[src/rtl/dmairq_pkg.sv]
package dmairq_pkg;

    // Register offsets (bytes)
    localparam int unsigned OFS_EN_SET  = 32'h0000_0000;
    localparam int unsigned OFS_EN_CLR  = 32'h0000_0004;
    localparam int unsigned OFS_SUMMARY = 32'h0000_0034;
    localparam int unsigned OFS_CH_BASE = 32'h0000_8000;
    localparam int unsigned OFS_CH_STEP = 32'h0000_0400;
    localparam int unsigned OFS_STATUS  = 32'h0000_0014;
    localparam int unsigned OFS_MASK    = 32'h0000_0024;

    // Event bit positions inside status and mask
    localparam int unsigned BIT_DONE = 0;
    localparam int unsigned BIT_ERR  = 6;

    typedef struct packed {
        logic err;
        logic done;
    } evflags_t;

    typedef struct packed {
        evflags_t stat;
        evflags_t mask;
    } chan_state_t;

endpackage

[src/rtl/dmairq_enable.sv]
module dmairq_enable
    import dmairq_pkg::*;
#(
    parameter int unsigned NUM_CH = 4,
    parameter int unsigned ADDR_W = 16,
    parameter int unsigned DATA_W = 32
) (
    input  logic              clk,
    input  logic              rst_n,
    input  logic              wen,
    input  logic [ADDR_W-1:0] addr,
    input  logic [DATA_W-1:0] wdata,
    output logic [NUM_CH-1:0] en
);

    localparam logic [ADDR_W-1:0] SET_ADDR = ADDR_W'(OFS_EN_SET);
    localparam logic [ADDR_W-1:0] CLR_ADDR = ADDR_W'(OFS_EN_CLR);

    logic [NUM_CH-1:0] en_d, en_q;
    logic [NUM_CH-1:0] bits;

    assign bits = wdata[NUM_CH-1:0];

    wire unused_wdata = ^wdata;

    always_comb begin
        en_d = en_q;
        if (wen && addr == SET_ADDR) begin
            en_d = en_q | bits;
        end else if (wen && addr == CLR_ADDR) begin
            en_d = en_q & ~bits;
        end
    end

    always_ff @(posedge clk or negedge rst_n) begin
        if (!rst_n) begin
            en_q <= '0;
        end else begin
            en_q <= en_d;
        end
    end

    assign en = en_q;

endmodule

[src/rtl/dmairq_chan_regs.sv]
module dmairq_chan_regs
    import dmairq_pkg::*;
#(
    parameter int unsigned CH     = 0,
    parameter int unsigned ADDR_W = 16,
    parameter int unsigned DATA_W = 32
) (
    input  logic              clk,
    input  logic              rst_n,
    input  logic              wen,
    input  logic [ADDR_W-1:0] addr,
    input  logic [DATA_W-1:0] wdata,
    input  logic              ev_done,
    input  logic              ev_err,
    output evflags_t          stat,
    output evflags_t          mask,
    output logic              pend
);

    localparam logic [ADDR_W-1:0] STAT_ADDR =
        ADDR_W'(OFS_CH_BASE + CH * OFS_CH_STEP + OFS_STATUS);
    localparam logic [ADDR_W-1:0] MASK_ADDR =
        ADDR_W'(OFS_CH_BASE + CH * OFS_CH_STEP + OFS_MASK);

    chan_state_t s_d, s_q;
    evflags_t    wbits;

    assign wbits.done = wdata[BIT_DONE];
    assign wbits.err  = wdata[BIT_ERR];

    wire unused_wdata = ^wdata;

    always_comb begin
        s_d = s_q;
        // write-1-to-clear first, then new events override
        if (wen && addr == STAT_ADDR) begin
            s_d.stat.done = s_q.stat.done & ~wbits.done;
            s_d.stat.err  = s_q.stat.err  & ~wbits.err;
        end
        if (ev_done) begin
            s_d.stat.done = 1'b1;
        end
        if (ev_err) begin
            s_d.stat.err = 1'b1;
        end
        if (wen && addr == MASK_ADDR) begin
            s_d.mask = wbits;
        end
    end

    always_ff @(posedge clk or negedge rst_n) begin
        if (!rst_n) begin
            s_q <= '0;
        end else begin
            s_q <= s_d;
        end
    end

    assign stat = s_q.stat;
    assign mask = s_q.mask;
    assign pend = (s_q.stat.done & s_q.mask.done) | (s_q.stat.err & s_q.mask.err);

endmodule

[src/rtl/dmairq_readmux.sv]
module dmairq_readmux
    import dmairq_pkg::*;
#(
    parameter int unsigned NUM_CH = 4,
    parameter int unsigned ADDR_W = 16,
    parameter int unsigned DATA_W = 32
) (
    input  logic [ADDR_W-1:0] addr,
    input  logic [NUM_CH-1:0] en,
    input  logic [NUM_CH-1:0] summary,
    input  logic [NUM_CH-1:0] st_done,
    input  logic [NUM_CH-1:0] st_err,
    input  logic [NUM_CH-1:0] mk_done,
    input  logic [NUM_CH-1:0] mk_err,
    output logic [DATA_W-1:0] rdata
);

    localparam logic [ADDR_W-1:0] SET_ADDR = ADDR_W'(OFS_EN_SET);
    localparam logic [ADDR_W-1:0] SUM_ADDR = ADDR_W'(OFS_SUMMARY);

    always_comb begin
        rdata = '0;
        if (addr == SET_ADDR) begin
            rdata[NUM_CH-1:0] = en;
        end else if (addr == SUM_ADDR) begin
            rdata[NUM_CH-1:0] = summary;
        end
        for (int c = 0; c < NUM_CH; c++) begin
            if (addr == ADDR_W'(OFS_CH_BASE + c * OFS_CH_STEP + OFS_STATUS)) begin
                rdata[BIT_DONE] = st_done[c];
                rdata[BIT_ERR]  = st_err[c];
            end
            if (addr == ADDR_W'(OFS_CH_BASE + c * OFS_CH_STEP + OFS_MASK)) begin
                rdata[BIT_DONE] = mk_done[c];
                rdata[BIT_ERR]  = mk_err[c];
            end
        end
    end

endmodule

[src/rtl/dmairq_ctrl.sv]
module dmairq_ctrl
    import dmairq_pkg::*;
#(
    parameter int unsigned NUM_CH = 4,
    parameter int unsigned ADDR_W = 16,
    parameter int unsigned DATA_W = 32
) (
    input  logic              clk,
    input  logic              rst_n,
    input  logic              reg_wen,
    input  logic [ADDR_W-1:0] reg_addr,
    input  logic [DATA_W-1:0] reg_wdata,
    output logic [DATA_W-1:0] reg_rdata,
    input  logic [NUM_CH-1:0] ev_done,
    input  logic [NUM_CH-1:0] ev_err,
    output logic [NUM_CH-1:0] chan_en,
    output logic              irq
);

    logic [NUM_CH-1:0] summary;
    logic [NUM_CH-1:0] st_done_vec, st_err_vec;
    logic [NUM_CH-1:0] mk_done_vec, mk_err_vec;

    dmairq_enable #(
        .NUM_CH (NUM_CH),
        .ADDR_W (ADDR_W),
        .DATA_W (DATA_W)
    ) u_enable (
        .clk   (clk),
        .rst_n (rst_n),
        .wen   (reg_wen),
        .addr  (reg_addr),
        .wdata (reg_wdata),
        .en    (chan_en)
    );

    for (genvar c = 0; c < NUM_CH; c++) begin : g_ch
        evflags_t stat_c, mask_c;

        dmairq_chan_regs #(
            .CH     (c),
            .ADDR_W (ADDR_W),
            .DATA_W (DATA_W)
        ) u_regs (
            .clk     (clk),
            .rst_n   (rst_n),
            .wen     (reg_wen),
            .addr    (reg_addr),
            .wdata   (reg_wdata),
            .ev_done (ev_done[c]),
            .ev_err  (ev_err[c]),
            .stat    (stat_c),
            .mask    (mask_c),
            .pend    (summary[c])
        );

        assign st_done_vec[c] = stat_c.done;
        assign st_err_vec[c]  = stat_c.err;
        assign mk_done_vec[c] = mask_c.done;
        assign mk_err_vec[c]  = mask_c.err;
    end

    dmairq_readmux #(
        .NUM_CH (NUM_CH),
        .ADDR_W (ADDR_W),
        .DATA_W (DATA_W)
    ) u_readmux (
        .addr    (reg_addr),
        .en      (chan_en),
        .summary (summary),
        .st_done (st_done_vec),
        .st_err  (st_err_vec),
        .mk_done (mk_done_vec),
        .mk_err  (mk_err_vec),
        .rdata   (reg_rdata)
    );

    assign irq = |summary;

endmodule

[config.mk]
export PLATFORM = sky130hd
export DESIGN_NAME = dmairq_ctrl
export DESIGN_NICKNAME = d
export VERILOG_FILES = /design/src/rtl/dmairq_pkg.sv /design/src/rtl/dmairq_enable.sv /design/src/rtl/dmairq_chan_regs.sv /design/src/rtl/dmairq_readmux.sv /design/src/rtl/dmairq_ctrl.sv
export SDC_FILE = /design/constraint.sdc
export NUM_CORES = 1
export LEC_CHECK = 0
export ABC_AREA = 1
export BUFFER_PORTS_ARGS = -buffer_cell sky130_fd_sc_hd__buf_4
export CAP_MARGIN = 30
export CORE_MARGIN = 2
export CORE_UTILIZATION = 30
export CTS_BUF_LIST = sky130_fd_sc_hd__clkbuf_4
export CTS_CLUSTER_DIAMETER = 60
export CTS_CLUSTER_SIZE = 14
export DETAILED_ROUTE_END_ITERATION = 12
export PLACE_DENSITY_LB_ADDON = 0.12
export SKIP_CTS_REPAIR_TIMING = 1
export SLEW_MARGIN = 20
export SYNTH_ARGS = -nofsm -noshare
export SYNTH_HDL_FRONTEND = slang
export SYNTH_SLANG_ARGS = --single-unit
[constraint.sdc]
create_clock -name clk -period 1.5 [get_ports clk]
set_input_delay 0.075 -clock clk [delete_from_list [all_inputs] [get_ports clk]]
set_output_delay 0.075 -clock clk [all_outputs]
set_load 0.02 [all_outputs]
* After elaboration in Yosys (flattened, before gate mapping) *
Cells that the tools add are included.

storage, ports and cells
  output and inout bits = 37
  bits of input ports = 59
  word-level logic and storage cells = 105
  flip-flop bits (word level) = 20

cells by class
  equal/unequal tests = 10
  muxes and demuxes = 32
  reductions and logical operators = 21
  bitwise gates (word level) = 25

operator list
  operator                                                                 count
  16-bit equality test (second input constant)                             8
  1-bit two-way mux                                                        24
  2-bit nonzero test                                                       9
  1-bit AND                                                                16
  16-bit by 3-bit equality test with 1-bit output (second input constant)  1
  16-bit by 6-bit equality test with 1-bit output (second input constant)  1
  16-bit logical NOT                                                       1
  4-bit two-way mux                                                        4
  1-bit logical AND                                                        10
  2-bit two-way mux                                                        4
  4-bit AND                                                                1
  4-bit NOT                                                                1
  1-bit bitwise OR                                                         4
  4-bit bitwise OR                                                         1
  4-bit OR reduction                                                       1
  1-bit NOT                                                                2

* Depth between registers and ports, before layout *
  depth in word-level cells = 12
  gate-level depth with buffers = 17

* Hierarchy *
A second synthesis with hierarchy kept.

unflattened totals
  cells, all modules = 332
  area, all modules = 2155.8 µm²

modules (own cells, without submodules)
  module                                  cells an instance  seq. area each (µm²)  area each (µm²)  instances
  dmairq_readmux                          134                0.0                   730.7            1
  dmairq_chan_regs at g_ch[1].u_regs ...  38                 100.1                 276.5            2
  dmairq_enable                           44                 100.1                 334.1            1
  dmairq_chan_regs at g_ch[0].u_regs      37                 100.1                 275.3            1
  dmairq_chan_regs at g_ch[3].u_regs      38                 100.1                 251.5            1
  dmairq_ctrl                             3                  0.0                   11.3             1

* Worst setup path before layout *
OpenSTA, ideal clock, no wires.

  path kind = register -> output
  from = register g_ch[0].u_regs.s_q (netlist bit g_ch[0].u_regs.stat[1])
  to = output reg_rdata[0]
  data arrival time = 1219 ps
  stages on the path, launching flop included = 15
  path slack = 206 ps
  path buffers = 0
  cell sequence = dfrtp_1 -> inv_1 -> o21ai_0 -> nand3_1 -> nand2_1 -> nand2_1 -> nand2_1 -> nand2_1 -> nand2_1 -> nand2_1 -> nand2_1 -> nand2_1 -> nand2_1 -> nand2_1 -> nand2_1

on the way
  cells in the longest elaborated chain, start to end = 12

RTL lines
  item                    RTL line                text
  start, declared         dmairq_chan_regs.sv:25  chan_state_t s_d, s_q;
  start signal, assigned  dmairq_chan_regs.sv:53  s_q <= '0;
  start signal, assigned  dmairq_chan_regs.sv:55  s_q <= s_d;
  1-bit AND               dmairq_chan_regs.sv:61  assign pend = (s_q.stat.done & s_q.mask.done) | (s_q.stat.err & s_q.mask.err);
  1-bit bitwise OR        dmairq_chan_regs.sv:61
  4-bit two-way mux       dmairq_readmux.sv:25    end else if (addr == SUM_ADDR) begin
  4-bit two-way mux       dmairq_readmux.sv:23    if (addr == SET_ADDR) begin
  1-bit two-way mux       dmairq_readmux.sv:29    if (addr == ADDR_W'(OFS_CH_BASE + c * OFS_CH_STEP + OFS_STATUS)) begin
  1-bit two-way mux       dmairq_readmux.sv:33    if (addr == ADDR_W'(OFS_CH_BASE + c * OFS_CH_STEP + OFS_MASK)) begin
  1-bit two-way mux       dmairq_readmux.sv:29
  1-bit two-way mux       dmairq_readmux.sv:33
  1-bit two-way mux       dmairq_readmux.sv:29
  1-bit two-way mux       dmairq_readmux.sv:33
  1-bit two-way mux       dmairq_readmux.sv:29
  1-bit two-way mux       dmairq_readmux.sv:33
  end, declared           dmairq_ctrl.sv:13       output logic [DATA_W-1:0] reg_rdata,

Every way passes these cells.

* Worst setup path in the final report *
  from = register g_ch[0].u_regs.s_q (netlist bit g_ch[0].u_regs.mask[1])
  to = output reg_rdata[0]

The elaborated chain is that of the path after synthesis.

==> metrics.cfg <==
[outcome]
status = finished with violations
violations = setup timing

[cells_and_area]
seq_area_sq_um = 500
final_cells = 373
nets = 363
drive_gt1_share_pct = 33.3
antenna_cells = 0
multi_input_area_sq_um = 912
fill_cells = 558
area_growth_pct = 39.3

[die]
core_sq_um = 5140
die_area_sq_um = 5990
initial_utilization_pct = 31.4
die_h_microns = 77.4
ios = 96
fp-row-count = 26
fp.dieW_microns = 77.4

[min_path]
hp-class = input pin to flip-flop

[critical_path]
r2r_cells = 3
r2r_end = g_ch[0].u_regs.mask[0]
end_kind = output port
required_ps = 1420
critPathCapture = reg_rdata[0]
cp_data_arrival_time_ps = 1700
critPathKind = flip-flop to output port
start_kind = flip-flop
worstPathMaxFanout = 3
startpoint = g_ch[0].u_regs.mask[1]
ff2ff_setup_slack_ps = 720
reg2reg_from = g_ch[0].u_regs.mask[0]

[grt]
grt_pass1_wl_mm = 6.35
grtUsageTotal_pct = 13.0
grt.overflow.total = 0
antenna_found_initial = 0
grt_pass1_vias = 1391
grt_max_degree = 21

[drt]
vias_per_cell = 4.13
wire_per_inst_microns = 10.5
dr.pass1.iters = 4
routed_wl_mm = 3.90
drc = 0
vias = 1540
ant_nets = 0
first_iter_violations = 54

[power_and_ir_drop]
power.density_nw_per_um2 = 538
ir_worst_vdd_uv = 441
total_power_w = 0.00121
power.leakage_nw = 1.26

[logic_synthesis]
ys.flop_type = dfrtp_1
syn_avg_cell_area_sq_um = 6.93
synth_edf_count = 0
synth_cells = 233
synth_cell_types = 25
yosysSeqAreaShare_pct = 31.0
async_flop_share_pct = 100
ys_seq_elements = 20
syn_area_sq_um = 1620
yosysWarnings = 0

[clock_tree]
clock-root-buffer = clkbuf_4
numCtsBuffers = 3
htree_levels = 1
clock-sinks = 20
path_clk_slew_ps = 120
insertion_delay_ps = 300
clock_path_buffers = 2
cts_tree = yes

[placement]
globalplace.congestion = 0.821
placedCellCount = 359
dpl.hpwl_mm = 3.09
portBuffers = 41

[sta]
fin_crit_ps = 1770
setup_ws_ps = -275
slew_violations = 0
rsz0062_at_grt = true
period_share_pct = 118
hold_viol_final = 0
setup_viol = 2
finClkSkew_ps = 0
fmax_mhz = 564

[flow_run]
maxCapViolations = 0

## cell families (layout without fill, tap and decap cells)
group | count (synthesis) | in the layout | share of synthesized area, %
and+or+nand+nor | 102 | 102 | 31.8
DFF | 20 | 20 | 31.0
AOI/OAI and AO/OA | 42 | 42 | 14.9
other | 1 | 27 | 0.232
buffers and inverters | 68 | 112 | 22.1
## per-layer routing
layer / global-route usage [%] / vias to the layer above / share of wire, %
li1: - / 813 / -
met3: 1.74 / 4 / 4.3
met5: 0 / - / 0
met4: 4.46 / 0 / 0.97
met1: 17.2 / 683 / 47
met2: 22.0 / 40 / 47
## critical path: stages, from the launching register on
cell	delay [ps]
dfrtp_1	360
inv_2	50
o21ai_2	160
nand3_1	80
nand2_1	60
nand2_1	50
nand2_1	50
nand2_1	60
nand2_1	50
nand2_1	50
nand2_1	50
nand2_1	50
nand2_1	80
nand2_1	70
nand2_2	70
buf_6	110
## through the flow
stage	instance area [sq um]	TNS [ps]	worst slack [ps]	hold slack, ps	utilization, %
finish	2250	-463	-275	29.1	43.8
global route	2250	-966	-439	15.0	43.8
CTS	2080	-727	-415	-375	40.4
detailed placement	2030	-199	-100	-21.5	39.4
global placement	2030	-215	-126	-20.6	39.4
floorplan	1710	0	206	-221	-
## worst min-delay path by stage
| stage | cells after the start | to | startpoint | slack [ps] |
|---|---|---|---|---|
| 4_1_cts | 1 | async pin | rst_n | -380 |
| 2_1_floorplan | 0 | async pin | rst_n | -220 |
| 5_1_grt | 3 | flip-flop | reg_wdata[1] | 10 |
| 6_report | 3 | g_ch[1].u_regs.mask[1] | reg_wdata[6] | 30 |
| 3_5_place_dp | 1 | async pin | rst_n | -20 |
| 3_3_place_gp | 1 | g_ch[0].u_regs.stat[0] | rst_n | -20 |
## placed cells by master, fill, tap and decap left out
cell type	Yosys	layout
nor2_8	1	1
a21oi_2	0	1
buf_6	0	4
clkinvlp_4	0	1
nand2_2	5	7
nand3_1	9	8
a21oi_1	2	1
o31ai_2	0	2
o21ai_2	1	3
bufinv_16	0	1
nor2_2	2	1
nor3_1	1	1
nor2_1	26	25
nand4_1	2	2
inv_2	3	7
nand2_1	45	43
dfrtp_1	20	20
o21ai_1	1	1
o21ai_0	26	24
clkbuf_4	0	3
nor2_4	6	8
conb_1	1	27
nand2_4	2	2
nand3_2	1	2
buf_4	27	54
o21bai_1	7	7
nand3b_2	1	1
dlygate4sd3_1	0	9
o22ai_1	3	1
nor3_2	1	1
o22ai_2	0	2
inv_1	38	33
## where the power goes
group,internal (W),total [W],leakage (nW),switching [W]
Combinational,0.0000914,0.000227,1.03,0.000136
Clock,0.000270,0.000445,0.0279,0.000175
Sequential,0.000539,0.000539,0.196,0.0000000989
## area by class of cell
cell class | count | area share, %
Multi-Input combinational cell | 171 | 40.5
Clock inverter | 1 | 1.33
Clock buffer | 3 | 1.00
Timing Repair Buffer | 67 | 24.0
Sequential cell | 20 | 22.2
Tap cell | 70 | 3.89
Inverter | 41 | 7.00
## cell usage after synthesis, types with 3 or more instances
cell / instances / area (sq um)
buf_4: 27 / 203
dfrtp_1: 20 / 500
nand2_2: 5 / 31.3
nor2_1: 26 / 97.6
o22ai_1: 3 / 18.8
o21ai_0: 26 / 130
nand3_1: 9 / 45.0
inv_1: 38 / 143
inv_2: 3 / 11.3
nand2_1: 45 / 169
o21bai_1: 7 / 52.6
nor2_4: 6 / 67.6
Power figures use the tool's default switching activity.
